**src/rtl/wq_pkg.sv**
```systemverilog
package wq_pkg;
  typedef enum logic [1:0] {CPL_IDLE, CPL_HIT, CPL_MISS} cpl_kind_e;

  function automatic int unsigned cnt_width(input int unsigned depth);
    return $clog2(depth + 1);
  endfunction
endpackage

```
**src/rtl/wq_prog_stage.sv**
```systemverilog
module wq_prog_stage #(
  parameter int unsigned ID_W = 8
) (
  input  logic            clk_i,
  input  logic            rst_ni,
  input  logic            push_valid_i,
  input  logic [ID_W-1:0] push_id_i,
  output logic            push_ready_o,
  input  logic            q_full_i,
  output logic            enq_o,
  output logic [ID_W-1:0] enq_id_o,
  output logic            busy_o
);
  logic            busy_q;
  logic [ID_W-1:0] id_q;
  logic            accept;

  assign enq_o        = busy_q && !q_full_i;
  assign push_ready_o = !busy_q || enq_o;
  assign accept       = push_valid_i && push_ready_o;
  assign enq_id_o     = id_q;
  assign busy_o       = busy_q;

  always_ff @(posedge clk_i or negedge rst_ni) begin
    if (!rst_ni) begin
      busy_q <= 1'b0;
      id_q   <= '0;
    end else if (accept) begin
      busy_q <= 1'b1;
      id_q   <= push_id_i;
    end else if (enq_o) begin
      busy_q <= 1'b0;
    end
  end

  assert_accept_R2: assert property (@(posedge clk_i) disable iff (!rst_ni)
    accept |=> busy_q && id_q == $past(push_id_i));

  assert_prog_hold_R3: assert property (@(posedge clk_i) disable iff (!rst_ni)
    busy_q && q_full_i && !push_valid_i |=> busy_q && $stable(id_q));
endmodule

```
**src/rtl/wq_ptr_ctrl.sv**
```systemverilog
module wq_ptr_ctrl #(
  parameter int unsigned DEPTH = 4,
  parameter int unsigned PTR_W = $clog2(DEPTH),
  parameter int unsigned CNT_W = $clog2(DEPTH + 1)
) (
  input  logic             clk_i,
  input  logic             rst_ni,
  input  logic             enq_i,
  input  logic             pop_i,
  output logic [PTR_W-1:0] head_o,
  output logic [PTR_W-1:0] tail_o,
  output logic [CNT_W-1:0] count_o,
  output logic             full_o
);
  localparam logic [CNT_W-1:0] CNT_MAX = CNT_W'(DEPTH);

  logic [PTR_W-1:0] head_q;
  logic [CNT_W-1:0] count_q;

  // depth is a power of two, so truncation is the modulo
  assign tail_o  = head_q + count_q[PTR_W-1:0];
  assign head_o  = head_q;
  assign count_o = count_q;
  assign full_o  = (count_q == CNT_MAX);

  always_ff @(posedge clk_i or negedge rst_ni) begin
    if (!rst_ni) begin
      head_q  <= '0;
      count_q <= '0;
    end else begin
      if (pop_i) head_q <= head_q + 1'b1;
      unique case ({enq_i, pop_i})
        2'b10:   count_q <= count_q + 1'b1;
        2'b01:   count_q <= count_q - 1'b1;
        default: count_q <= count_q;
      endcase
    end
  end

  assert_count_bound_R7: assert property (@(posedge clk_i) disable iff (!rst_ni)
    count_q <= CNT_MAX);

  assert_no_enq_full_R3: assert property (@(posedge clk_i) disable iff (!rst_ni)
    enq_i |-> count_q != CNT_MAX);

  assert_no_pop_empty_R5: assert property (@(posedge clk_i) disable iff (!rst_ni)
    pop_i |-> count_q != '0);

  assert_head_wrap_R6: assert property (@(posedge clk_i) disable iff (!rst_ni)
    pop_i |=> head_q == PTR_W'($past(head_q) + 1'b1));

  assert_count_hold_R6: assert property (@(posedge clk_i) disable iff (!rst_ni)
    enq_i && pop_i |=> $stable(count_q));
endmodule

```
**src/rtl/wq_entry_array.sv**
```systemverilog
module wq_entry_array
  import wq_pkg::*;
#(
  parameter int unsigned DEPTH = 4,
  parameter int unsigned ID_W  = 8,
  parameter int unsigned PTR_W = $clog2(DEPTH)
) (
  input  logic             clk_i,
  input  logic             rst_ni,
  input  logic             enq_i,
  input  logic [PTR_W-1:0] enq_idx_i,
  input  logic [ID_W-1:0]  enq_id_i,
  input  logic             cpl_valid_i,
  input  logic [PTR_W-1:0] cpl_tag_i,
  input  logic [PTR_W-1:0] head_i,
  output logic             pop_o,
  output logic [ID_W-1:0]  head_id_o,
  output logic             src_active_o,
  output logic             miss_o
);
  logic [DEPTH-1:0] valid_vec;
  logic [DEPTH-1:0] done_vec;
  logic [ID_W-1:0]  ids [DEPTH];
  cpl_kind_e        cpl_kind;

  always_comb begin
    if (!cpl_valid_i)              cpl_kind = CPL_IDLE;
    else if (valid_vec[cpl_tag_i]) cpl_kind = CPL_HIT;
    else                           cpl_kind = CPL_MISS;
  end

  assign pop_o        = valid_vec[head_i] && done_vec[head_i];
  assign head_id_o    = ids[head_i];
  assign src_active_o = |(valid_vec & ~done_vec);
  assign miss_o       = (cpl_kind == CPL_MISS);

  for (genvar i = 0; i < DEPTH; i++) begin : g_ent
    logic            v_q;
    logic            d_q;
    logic [ID_W-1:0] id_q;
    logic            set_w, clr_w, hit_w;

    assign set_w = enq_i && (enq_idx_i == PTR_W'(i));
    assign clr_w = pop_o && (head_i == PTR_W'(i));
    assign hit_w = (cpl_kind == CPL_HIT) && (cpl_tag_i == PTR_W'(i));

    always_ff @(posedge clk_i or negedge rst_ni) begin
      if (!rst_ni) begin
        v_q  <= 1'b0;
        d_q  <= 1'b0;
        id_q <= '0;
      end else if (set_w) begin
        v_q  <= 1'b1;
        d_q  <= 1'b0;
        id_q <= enq_id_i;
      end else begin
        if (clr_w) v_q <= 1'b0;
        if (hit_w) d_q <= 1'b1;
      end
    end

    assign valid_vec[i] = v_q;
    assign done_vec[i]  = d_q;
    assign ids[i]       = id_q;
  end

  assert_cpl_marks_R4: assert property (@(posedge clk_i) disable iff (!rst_ni)
    cpl_valid_i && valid_vec[cpl_tag_i] |=> done_vec[$past(cpl_tag_i)]);

  assert_enq_free_R2: assert property (@(posedge clk_i) disable iff (!rst_ni)
    enq_i |-> !valid_vec[enq_idx_i]);

  assert_pop_frees_R6: assert property (@(posedge clk_i) disable iff (!rst_ni)
    pop_o && !(enq_i && enq_idx_i == head_i) |=> !valid_vec[$past(head_i)]);

  assert_miss_inert_R9: assert property (@(posedge clk_i) disable iff (!rst_ni)
    cpl_valid_i && !valid_vec[cpl_tag_i] && !enq_i && !pop_o |=> $stable(valid_vec) && $stable(done_vec));
endmodule

```
**src/rtl/tr_write_order_queue.sv**
```systemverilog
module tr_write_order_queue
  import wq_pkg::*;
#(
  parameter int unsigned DEPTH = 4,
  parameter int unsigned ID_W  = 8,
  localparam int unsigned PTR_W = $clog2(DEPTH),
  localparam int unsigned CNT_W = cnt_width(DEPTH)
) (
  input  logic             clk_i,
  input  logic             rst_ni,
  input  logic             push_valid_i,
  input  logic [ID_W-1:0]  push_id_i,
  output logic             push_ready_o,
  output logic             alloc_valid_o,
  output logic [PTR_W-1:0] alloc_tag_o,
  input  logic             cpl_valid_i,
  input  logic [PTR_W-1:0] cpl_tag_i,
  output logic             wr_valid_o,
  output logic [ID_W-1:0]  wr_id_o,
  output logic [PTR_W-1:0] wr_tag_o,
  output logic [PTR_W-1:0] head_ptr_o,
  output logic [CNT_W-1:0] count_o,
  output logic             src_active_o,
  output logic             prog_busy_o,
  output logic             proto_err_o
);
  initial begin
    assert_depth_R1: assert (DEPTH == 2 || DEPTH == 4)
      else $error("DEPTH must be 2 or 4");
  end

  logic            enq, pop, full, miss, err_q;
  logic [ID_W-1:0] enq_id;
  logic [PTR_W-1:0] head, tail;

  wq_prog_stage #(.ID_W(ID_W)) u_prog (
    .clk_i, .rst_ni,
    .push_valid_i, .push_id_i, .push_ready_o,
    .q_full_i (full),
    .enq_o    (enq),
    .enq_id_o (enq_id),
    .busy_o   (prog_busy_o)
  );

  wq_ptr_ctrl #(.DEPTH(DEPTH), .PTR_W(PTR_W), .CNT_W(CNT_W)) u_ptr (
    .clk_i, .rst_ni,
    .enq_i   (enq),
    .pop_i   (pop),
    .head_o  (head),
    .tail_o  (tail),
    .count_o (count_o),
    .full_o  (full)
  );

  wq_entry_array #(.DEPTH(DEPTH), .ID_W(ID_W), .PTR_W(PTR_W)) u_ent (
    .clk_i, .rst_ni,
    .enq_i        (enq),
    .enq_idx_i    (tail),
    .enq_id_i     (enq_id),
    .cpl_valid_i, .cpl_tag_i,
    .head_i       (head),
    .pop_o        (pop),
    .head_id_o    (wr_id_o),
    .src_active_o (src_active_o),
    .miss_o       (miss)
  );

  always_ff @(posedge clk_i or negedge rst_ni) begin
    if (!rst_ni)   err_q <= 1'b0;
    else if (miss) err_q <= 1'b1;
  end

  assign alloc_valid_o = enq;
  assign alloc_tag_o   = tail;
  assign wr_valid_o    = pop;
  assign wr_tag_o      = head;
  assign head_ptr_o    = head;
  assign proto_err_o   = err_q;

  assert_err_sticky_R9: assert property (@(posedge clk_i) disable iff (!rst_ni)
    err_q |=> err_q);

  assert_err_cause_R9: assert property (@(posedge clk_i) disable iff (!rst_ni)
    $rose(err_q) |-> $past(cpl_valid_i));

  assert_ready_R3: assert property (@(posedge clk_i) disable iff (!rst_ni)
    !push_ready_o |-> prog_busy_o && count_o == CNT_W'(DEPTH));
endmodule

```
**config.mk**
```make
export PLATFORM = sky130hd
export DESIGN_NAME = tr_write_order_queue
export DESIGN_NICKNAME = d
export VERILOG_FILES = /design/src/rtl/wq_pkg.sv /design/src/rtl/wq_prog_stage.sv /design/src/rtl/wq_ptr_ctrl.sv /design/src/rtl/wq_entry_array.sv /design/src/rtl/tr_write_order_queue.sv
export SDC_FILE = /design/constraint.sdc
export NUM_CORES = 1
export LEC_CHECK = 0
export ABC_AREA = 1
export ABC_CLOCK_PERIOD_IN_PS = 3750
export CORE_MARGIN = 1
export CORE_UTILIZATION = 59
export CTS_CLUSTER_SIZE = 28
export DETAILED_ROUTE_END_ITERATION = 6
export MAX_ROUTING_LAYER = met4
export PLACE_DENSITY = 0.85
export SYNTH_ARGS = -nofsm -noshare
export SYNTH_HDL_FRONTEND = slang
export SYNTH_SLANG_ARGS = --single-unit
```
**constraint.sdc**
```tcl
create_clock -name clk_i -period 3.75 [get_ports clk_i]
set_input_delay 0.75 -clock clk_i [delete_from_list [all_inputs] [get_ports clk_i]]
set_output_delay 0.75 -clock clk_i [all_outputs]
set_load 0.05 [all_outputs]
```
==> results.md <==
- Status: finished, violations left
- Failing checks: design-rule violations
- Post-synth top area share: 48.4%
- Final hold vios: 0
- Fin. max-slew vios: 0
- Syn Inst Count: 341
- Final nets: 396
- Gr ovfl total: 0
- Postcts setup bufs: 0
- Initial core utilization: 63.1%
- Slew @ Worst Pin: 0.983 ns
- Clock-pin slew on the worst setup and hold paths: 0.09 ns
- GRT Total Usage: 28.4%
- Die width: 71.4 um
- Post-synth ARST share: 100%
- Largest net degree at the start of global routing: 45
- CP Launch Type: flip-flop
- Critical path's slowest cell: clkdlybuf4s50_1
- I/O pin count: 37
- Port-buffer cells: 36
- CP peak stage delay: 0.82 ns
- Post-DP HPWL: 4.30 mm
- Drt drc: 1
- Resized cells post-CTS: 0
- Wire per inst: 15.0 um
- Min Tclk post-route: 3.31 ns
- Global-route wire length before repair: 10.8 mm
- Crit-path cells: inv_1 -> nand3_1 -> nand2_1 -> inv_1 -> clkdlybuf4s50_1
- Number of global-route vias before repair: 2327
- Clk_skew: 0.00561 ns
- Setup TNS: 0 ns
- Hold Crit Class: reg2reg
- CTS Root Cell: clkbuf_8
- Routability cong.: 0.915
- Mapped Nets: 362
- Unrepaired setup endpoints after global routing: no
- Post-synth cell types: 30
- Yosys top cell by area: dfrtp_1
- Hold_sp: proto_err_o
- Layout cells sized above 1: 6.65%
- Synth top cells by count: nand2_1, dfrtp_1, inv_1, nand3_1, o21ai_0
- R2r setup slk: 1.18 ns
- Placed cell count: 420
- CP most frequent cell: inv_1
- Main synth FF type: dfrtp_1
- CP Launch Point: u_ptr.head_o[1]
- Die ar.: 5100 um^2
- Hold slack final: 0.473 ns
- Ranking of synthesized cells by area: dfrtp_1, nand2_1, nand3_1
- # hold bufs at CTS: 0
- Period utilization: 88.2%
- Pre-Repair DR Iteration Count: 7
- Worst setup EP type: primary output
- Initial antenna violation count: 0
- WP buf/inv: 3
- Core box area: 4500 um^2
- CTS tree: built
- WP data required: 3.00 ns
- Synthesized flop and latch total: 55
- Top Family by Delay on Critical Path: buffers and inverters
- Final setup fails: 0
- Detail Route Antenna Nets: 0
- Max-Cap Viols: 0
- WL final: 6.42 mm
- Leading cell type by number of instances after synthesis: nand2_1
- Via count: 2351
- CTS Buf Count: 5
- Synthesis Warnings: 0
- Clk_lat worst skew: 0.31 ns
- H-tree Lvls: 2
- Die Span Y: 71.4 um
- Synth Cell Area: 2840 um^2
- Worst R2R Start: u_ptr.head_o[1]
- Crit path DAT: 2.56 ns
- Seq/Total Area, Yosys: 48.4%
- Max transition margin: 34.5%
- EDFF count, synth: 0
- CP max FO: 15
- Avg Synthesized Cell Area: 8.33 um^2
- Sink Count: 55
- Fmax: 0.302 GHz
- Row cnt: 24
- Initial DRC Count: 123
- Finished Layout Cells: 428
- Ant diodes: 0
- Clock Path Buffers: 2
- Vias per cell: 5.49
- Critical setup path kind: reg2out
- Synthesis-to-layout area growth: 15.8%
final timing paths:
check | to | cells after the start
max in group asynchronous | u_ent.g_ent[0].id_q[0] | 2
max reg2reg | u_ptr.count_o[2] | 10
min in group asynchronous | u_ptr.count_o[2] | 1
min reg2reg | proto_err_o | 1
min | proto_err_o | 1
max | wr_valid_o | 5
layout by cell type (no fill, tap or decap):
| master | netlist | layout |
|---|---|---|
| buf_2 | 4 | 1 |
| o21ai_1 | 2 | 2 |
| a31o_2 | 1 | 1 |
| a221oi_1 | 1 | 1 |
| clkinv_2 | 0 | 1 |
| o22ai_1 | 8 | 8 |
| xnor2_1 | 3 | 3 |
| nand3_2 | 1 | 1 |
| nand2_1 | 101 | 101 |
| fa_1 | 1 | 1 |
| ha_1 | 6 | 6 |
| nand3_1 | 32 | 32 |
| clkbuf_8 | 0 | 5 |
| nand2_4 | 2 | 2 |
| o21ai_0 | 23 | 23 |
| inv_1 | 40 | 40 |
| nand4_1 | 3 | 3 |
| nor2_4 | 2 | 2 |
| inv_4 | 1 | 1 |
| nand3b_4 | 1 | 1 |
| a21oi_1 | 3 | 3 |
| nor2_1 | 18 | 18 |
| xor2_1 | 2 | 2 |
| nand3_4 | 1 | 1 |
| dfrtp_1 | 55 | 55 |
| clkdlybuf4s50_1 | 0 | 35 |
| buf_4 | 2 | 4 |
| clkbuf_1 | 4 | 2 |
| inv_2 | 2 | 2 |
| nand2_2 | 2 | 2 |
| o21bai_1 | 16 | 16 |
| nand2_8 | 1 | 1 |
metrics by stage:
stage	setup WS, ns	cell area [um^2]	util, %
after floorplan	0.879	2840	-
after global placement	0.846	3210	71.2
after detailed placement	0.810	3210	71.2
after CTS	0.464	3290	73.0
after global routing	0.278	3290	73.0
final	0.443	3290	73.0
kinds of logic (layout without fill, tap and decap cells):
kind of cell             Yosys count  count (layout)  synth area share, %
AO/OA/AOI/OAI                     54              54                 11.5
buffers and inverters             56              91                 8.72
adder cells (fa/ha/maj)            7               7                 3.35
XOR/XNOR                           5               5                 1.54
flip-flops                        55              55                 48.4
AND/OR/NAND/NOR                  164             164                 26.4
metal layers:
metal  up-vias  wire, um  share of wire [%]  global-route usage (%)
met2        83      3160                 49                    45.6
met5         -         0                  0                       -
met3        15       313                4.9                    5.77
met1      1099      2800                 44                    35.9
met4         0       148                2.3                    10.7
li1       1154         -                  -                       -
state kept, by name, indices dropped and copies added (netlist names):
| register | cells |
|---|---|
| u_ent.g_ent.id_q | 32 |
| u_prog.enq_id_o | 8 |
| u_ent.g_ent.d_q | 4 |
| u_ent.g_ent.v_q | 4 |
| u_ptr.count_o | 3 |
| u_ptr.head_o | 2 |
| proto_err_o | 1 |
| u_prog.busy_o | 1 |
layout make-up:
| cell class | count | area, um^2 |
|---|---|---|
| Tap cell | 52 | 65.1 |
| Inverter | 43 | 164 |
| Fill cell | 358 | 1210 |
| Sequential cell | 55 | 1380 |
| Clock buffer | 7 | 76.3 |
| Timing Repair Buffer | 40 | 385 |
| Clock inverter | 1 | 5.00 |
| Multi-Input combinational cell | 230 | 1220 |
Power is left out: the tool's default activity adds up to more than one toggle a clock period on the data nets, which glitch-free logic cannot reach.
